--- src/rtl/sprite_line_eval.sv ---
module sprite_line_eval #(
  parameter int AW    = 16,
  parameter int MAXM  = 64,
  parameter int QD    = 16,
  parameter int SPR_H = 16,
  localparam int CW = $clog2(MAXM + 1),
  localparam int IW = (MAXM > 1) ? $clog2(MAXM) : 1,
  localparam int QW = $clog2(QD + 1),
  localparam int PW = (QD > 1) ? $clog2(QD) : 1,
  localparam int SW = $clog2(MAXM + 3 * QD + 1)
) (
  input  logic             clk,
  input  logic             rst_n,
  input  logic             line_start,
  input  logic [15:0]      line_num,
  input  logic [CW-1:0]    cfg_count,
  input  logic [AW-1:0]    cfg_ybase,
  input  logic [AW-1:0]    cfg_abase,
  output logic             mem_req,
  input  logic             mem_gnt,
  output logic [AW-1:0]    mem_addr,
  input  logic [15:0]      mem_rdata,
  input  logic             mem_ack,
  output logic             done,
  output logic             err_abort,
  output logic             overflow,
  output logic [QW-1:0]    vis_count,
  output logic [SW-1:0]    slots_used,
  output logic [QD*IW-1:0] spr_idx,
  output logic [QD*16-1:0] spr_x,
  output logic [QD*16-1:0] spr_color,
  output logic [QD*16-1:0] spr_bits
);

  typedef enum logic [2:0] {S_IDLE, S_Y, S_GAP, S_ATTR, S_DONE} st_t;

  st_t            st;
  logic [CW-1:0]  m_q, yi;
  logic [QW-1:0]  qcnt;
  logic [PW-1:0]  qi;
  logic [1:0]     w;
  logic [15:0]    line_q;
  logic [AW-1:0]  yb_q, ab_q;
  logic [SW-1:0]  slots;
  logic           ovf, err;
  logic [IW-1:0]  qidx  [QD];
  logic [15:0]    sx    [QD];
  logic [15:0]    scol  [QD];
  logic [15:0]    sbits [QD];

  wire         take   = mem_req & mem_gnt & mem_ack;
  wire         busy   = (st == S_Y) || (st == S_GAP) || (st == S_ATTR);
  wire  [15:0] dy     = line_q - mem_rdata;
  wire         hit    = dy < 16'(SPR_H);
  wire         push   = hit && (qcnt < QW'(QD));
  wire [QW-1:0] qnext = qcnt + QW'(push);

  assign mem_req    = (st == S_Y) || (st == S_ATTR);
  assign mem_addr   = (st == S_ATTR) ? ab_q + AW'(qidx[qi]) * AW'(3) + AW'(w)
                                     : yb_q + AW'(yi);
  assign done       = (st == S_DONE);
  assign err_abort  = err;
  assign overflow   = ovf;
  assign vis_count  = qcnt;
  assign slots_used = slots;

  for (genvar j = 0; j < QD; j++) begin : g_out
    assign spr_idx  [IW*j +: IW] = qidx[j];
    assign spr_x    [16*j +: 16] = sx[j];
    assign spr_color[16*j +: 16] = scol[j];
    assign spr_bits [16*j +: 16] = sbits[j];
  end

  always_ff @(posedge clk or negedge rst_n) begin
    if (!rst_n) begin
      st     <= S_IDLE;
      m_q    <= '0;
      yi     <= '0;
      qcnt   <= '0;
      qi     <= '0;
      w      <= '0;
      line_q <= '0;
      yb_q   <= '0;
      ab_q   <= '0;
      slots  <= '0;
      ovf    <= 1'b0;
      err    <= 1'b0;
    end else if (line_start) begin
      err    <= busy;
      st     <= (cfg_count == '0) ? S_DONE : S_Y;
      m_q    <= cfg_count;
      yi     <= '0;
      qcnt   <= '0;
      qi     <= '0;
      w      <= '0;
      line_q <= line_num;
      yb_q   <= cfg_ybase;
      ab_q   <= cfg_abase;
      slots  <= '0;
      ovf    <= 1'b0;
    end else begin
      case (st)
        S_Y: if (take) begin
          slots <= slots + SW'(1);
          qcnt  <= qnext;
          if (hit && !push) ovf <= 1'b1;
          if (yi == m_q - CW'(1)) st <= (qnext != '0) ? S_GAP : S_DONE;
          else                    yi <= yi + CW'(1);
        end
        S_GAP: st <= S_ATTR;
        S_ATTR: if (take) begin
          slots <= slots + SW'(1);
          if (w == 2'd2) begin
            w <= '0;
            if (QW'(qi) + QW'(1) == qcnt) st <= S_DONE;
            else                          qi <= qi + PW'(1);
          end else begin
            w <= w + 2'd1;
          end
        end
        default: ;
      endcase
    end
  end

  always_ff @(posedge clk) begin
    if (!line_start && st == S_Y && take && push) qidx[qcnt[PW-1:0]] <= yi[IW-1:0];
    if (!line_start && st == S_ATTR && take) begin
      if (w == 2'd0) sx[qi]    <= mem_rdata;
      if (w == 2'd1) scol[qi]  <= mem_rdata;
      if (w == 2'd2) sbits[qi] <= mem_rdata;
    end
  end

  a_r1_zero_count: assert property (@(posedge clk) disable iff (!rst_n)
    (line_start && cfg_count == '0) |=> (done && slots_used == '0 && !mem_req));

  a_r4_queue_cap: assert property (@(posedge clk) disable iff (!rst_n)
    vis_count <= QW'(QD));

  a_r4_ovf_full: assert property (@(posedge clk) disable iff (!rst_n)
    overflow |-> vis_count == QW'(QD));

  a_r6_slot_total: assert property (@(posedge clk) disable iff (!rst_n)
    done |-> slots_used == SW'(m_q) + SW'(vis_count) * SW'(3));

  a_r7_addr_hold: assert property (@(posedge clk) disable iff (!rst_n)
    (mem_req && !(mem_gnt && mem_ack) && !line_start) |=> (mem_req && $stable(mem_addr)));

  a_r8_done_hold: assert property (@(posedge clk) disable iff (!rst_n)
    (done && !line_start) |=> (done && !mem_req));

endmodule

--- config.mk ---
export PLATFORM = sky130hd
export DESIGN_NAME = sprite_line_eval
export DESIGN_NICKNAME = d
export VERILOG_FILES = /design/src/rtl/sprite_line_eval.sv
export SDC_FILE = /design/constraint.sdc
export NUM_CORES = 1
export LEC_CHECK = 0
export BUFFER_PORTS_ARGS = -buffer_cell sky130_fd_sc_hd__buf_2
export CAP_MARGIN = 25
export CORE_AREA = 2 2 375 377
export DETAILED_ROUTE_END_ITERATION = 8
export DIE_AREA = 0 0 377 379
export SLEW_MARGIN = 15
export SYNTH_ARGS = -nofsm -noshare
export SYNTH_HDL_FRONTEND = slang
export SYNTH_SLANG_ARGS = --single-unit
export TNS_END_PERCENT = 1
--- constraint.sdc ---
create_clock -name clk -period 9 [get_ports clk]
set_clock_uncertainty 0.15 [all_clocks]
set_input_delay 0 -clock clk [delete_from_list [all_inputs] [get_ports clk]]
set_output_delay 0 -clock clk [all_outputs]
set_load 0.1 [all_outputs]
==> flow_metrics.env <==
export IMPL_grt_pass1_wl_mm=170.8
export IMPL_avgSynthCellArea_sq_um=20.15
export IMPL_final_max_slew_viol_count=0
export IMPL_fin_crit_ns=6.780
export IMPL_holdPathStages=2
export IMPL_fillCellCount=13400
export IMPL_status="finished clean"
export IMPL_startpoint_type="flop"
export IMPL_crit_type="flop to output port"
export IMPL_grt_max_degree=50
export IMPL_clk_latency_ns=0.70
export IMPL_grt_setup_unrepaired="false"
export IMPL_leakage_nw=17.20
export IMPL_holdWs_ns=0.08573
export IMPL_max_clock_path_buffers=3
export IMPL_first_global_vias=20160
export IMPL_reg2regPathDepth=17
export IMPL_finalHoldViolations=0
export IMPL_crit_start="qi[0]"
export IMPL_multi_input_area_sq_um=4990
export IMPL_wl_mm=130.9
export IMPL_worstHoldStart="mem_rdata[1]"
export IMPL_grt_use_total=0.1753
export IMPL_drt_iter0_drc=2041
export IMPL_rows=137
export IMPL_async_reset_ff_frac=0.08957
export IMPL_synth_area_leaders="edfxtp_1 (78%), dfrtp_1 (6.4%), mux4_2 (2.0%)"
export IMPL_reg2reg_to="st[2]"
export IMPL_post_route_period_util=0.7533
export IMPL_max_stage_delay_ns=0.80
export IMPL_ys_types=65
export IMPL_finalSetupViolCount=0
export IMPL_dp_hpwl_mm=93.69
export IMPL_vias_per_cell=4.369
export IMPL_path_max_fanout=31
export IMPL_yosys_warnings=0
export IMPL_synthCells=1651
export IMPL_synth_ff_latch_count=949
export IMPL_synth_net_count=1782
export IMPL_cts_clk_slew_worst_paths_ns=0.06
export IMPL_synth_edf_count=864
export IMPL_post_cts_buffers=0
export IMPL_ant_nets=0
export IMPL_synth_top_area_frac=0.7797
export IMPL_regArea_sq_um=28070
export IMPL_initial_core_util=0.2397
export IMPL_ff2ff_setup_slack_ns=4.43
export IMPL_drive_gt1_frac=0.4393
export IMPL_ir_drop_mv=0.1515
export IMPL_powerDensity_nw_per_um2=212.5
export IMPL_dieHeight_um=379
export IMPL_place_gp_congestion=0.8092
export IMPL_synth_area_sq_um=33270
export IMPL_io_pins=972
export IMPL_maxCapViolations=0
export IMPL_r2r_start="line_q[7]"
export IMPL_cp_cell_sequence="buf_4 -> mux4_2 -> mux4_2 -> fa_1 -> inv_1 -> fa_1 -> inv_1 -> ha_1 -> inv_1 -> fa_1 -> nor2b_1 -> o21ai_0 -> a21boi_0 -> o21ai_0 -> a2111oi_0 -> xnor2_1 -> mux2i_1 -> buf_2"
export IMPL_syn_to_final_growth_pct=37.82
export IMPL_antenna_found_initial=25
export IMPL_placed_area_sq_um=40990
export IMPL_port_buffers=971
export IMPL_cp_required_ns=8.85
export IMPL_synth_ff_type="edfxtp_1"
export IMPL_nets=3068
export IMPL_yosysMostFrequentCell="edfxtp_1"
export IMPL_clock_sinks=949
export IMPL_ys_seq_area_frac=0.8436
export IMPL_drc=0
export IMPL_grt_overflow_total=0
export IMPL_relSlewSlack=0.3053
export IMPL_core_sq_um=138800
export IMPL_design_area_sq_um=45860
export IMPL_crit_family="adder cells"
export IMPL_dr_pass1_iters=5
export IMPL_root_buffer="clkbuf_16"
export IMPL_die_w_um=377
export IMPL_cts_htree_levels=3
export IMPL_dr_total_vias=21090
export IMPL_crit_end="mem_addr[13]"
export IMPL_cts_tree="yes"
export IMPL_hold_class="input pin to flop"
export IMPL_wl_per_cell_um=27.12
export IMPL_crit_slowest_cell="a2111oi_0"
export IMPL_worst_ep_arrival_time_ns=6.63
export IMPL_cp_end_kind="output port"
export IMPL_crit_cells=18
export IMPL_dieArea_sq_um=142900
export IMPL_finalSetupTns_ns=0
export IMPL_cts_resized=0
export IMPL_tightest_slew_ns=1.041
export IMPL_cts_buffers=96
export IMPL_synth_top_area_cell="edfxtp_1"
export IMPL_worst_path_buf_inv=5
export IMPL_synthTopCellsByCount="edfxtp_1 (864), nor2_1 (95), dfrtp_1 (85)"
export IMPL_fmax_mhz=147.5
cells by family (layout without fill, tap and decap cells):
group | after synthesis | after routing | share of synthesized area
compound gates | 130 | 130 | 0.02674
mux | 89 | 89 | 0.03993
fa+ha+maj | 55 | 55 | 0.02249
xor+xnor | 52 | 52 | 0.01369
flops | 949 | 949 | 0.8436
other cells | 0 | 5 | 0
simple gates | 295 | 295 | 0.04384
buf+inv | 81 | 1444 | 0.009664
worst min path at each step:
stage | to
after floorplan | ab_q[0]
after global placement | yb_q[11]
after detailed placement | yb_q[11]
after CTS | scol[11][1]
after global routing | scol[11][1]
final | scol[11][1]
what timing repair did:
action / CTS / global route
hold buffers: 172 / 0
setup endpoints to repair: 0 / 0
hold endpoints to repair: 516 / 0
flip-flops by register name, summed over array words and instances (netlist names), 7 cells and up:
signal      flops
yi              7
yb_q           16
sbits         256
sx            256
ab_q           16
line_q         16
qidx           96
scol          256
m_q             7
slots_used      7
layer usage:
metal | routed length, um | global-route usage | part of all wire
met3 | 11110 | 0.04535 | 0.085
met1 | 47230 | 0.2011 | 0.36
met2 | 68380 | 0.3164 | 0.52
met4 | 4049 | 0.05713 | 0.031
met5 | 88 | 0 | 0.00067
report_power, final:
part / total, W / switching (W) / internal (W)
registers: 0.00488 / 0.0000413 / 0.00484
logic: 0.000953 / 0.000602 / 0.000350
clock network: 0.00391 / 0.00173 / 0.00218
total: 0.00974 / 0.00238 / 0.00737
worst register-to-register path: stages (launching register included):
cell	delay, ns
dfrtp_1	0.42
ha_1	0.36
a211oi_1	0.23
nor2_1	0.07
a211o_1	0.29
or4_4	0.53
a2111oi_4	0.37
nand4_4	0.41
nor3_2	0.24
ha_1	0.24
ha_1	0.24
and2_1	0.14
a21oi_1	0.06
o32ai_1	0.23
nand2_1	0.09
nand3_1	0.12
o211ai_1	0.11
o21ai_0	0.20
per-stage QoR:
step                setup WS [ns]  power, W  std cells    util
global route                1.910   0.01008       4822  0.3302
finish                      2.220  0.009744       4826  0.3303
floorplan                   2.348  0.005515       1651       -
CTS                         2.145  0.009840       4818  0.3299
global placement            2.852  0.005854       4467  0.2949
detailed placement          2.945  0.005860       4471  0.2953
layout make-up:
cell class / instances / area share
Antenna cell: 5 / 0.0002728
Clock buffer: 111 / 0.05361
Clock inverter: 64 / 0.01348
Inverter: 41 / 0.003356
Multi-Input combinational cell: 621 / 0.1088
Sequential cell: 949 / 0.6121
Tap cell: 1807 / 0.04930
Timing Repair Buffer: 1228 / 0.1590
placed cells by master, fill, tap and decap left out, drive strengths merged, types with 16 or more instances in the layout:
cell and count:
mux2 50, xor2 23, xnor2 29, mux4 30
nand4 16, edfxtp 864, dfrtp 85, clkbuf 111
nand3 36, nand2 72, a21oi 38, o21ai 32
nor3 26, buf 1057, clkinv 52, dlygate4sd3 171
ha 47, inv 43, nor2 95
No activity file was read; power rests on OpenSTA's default activity.
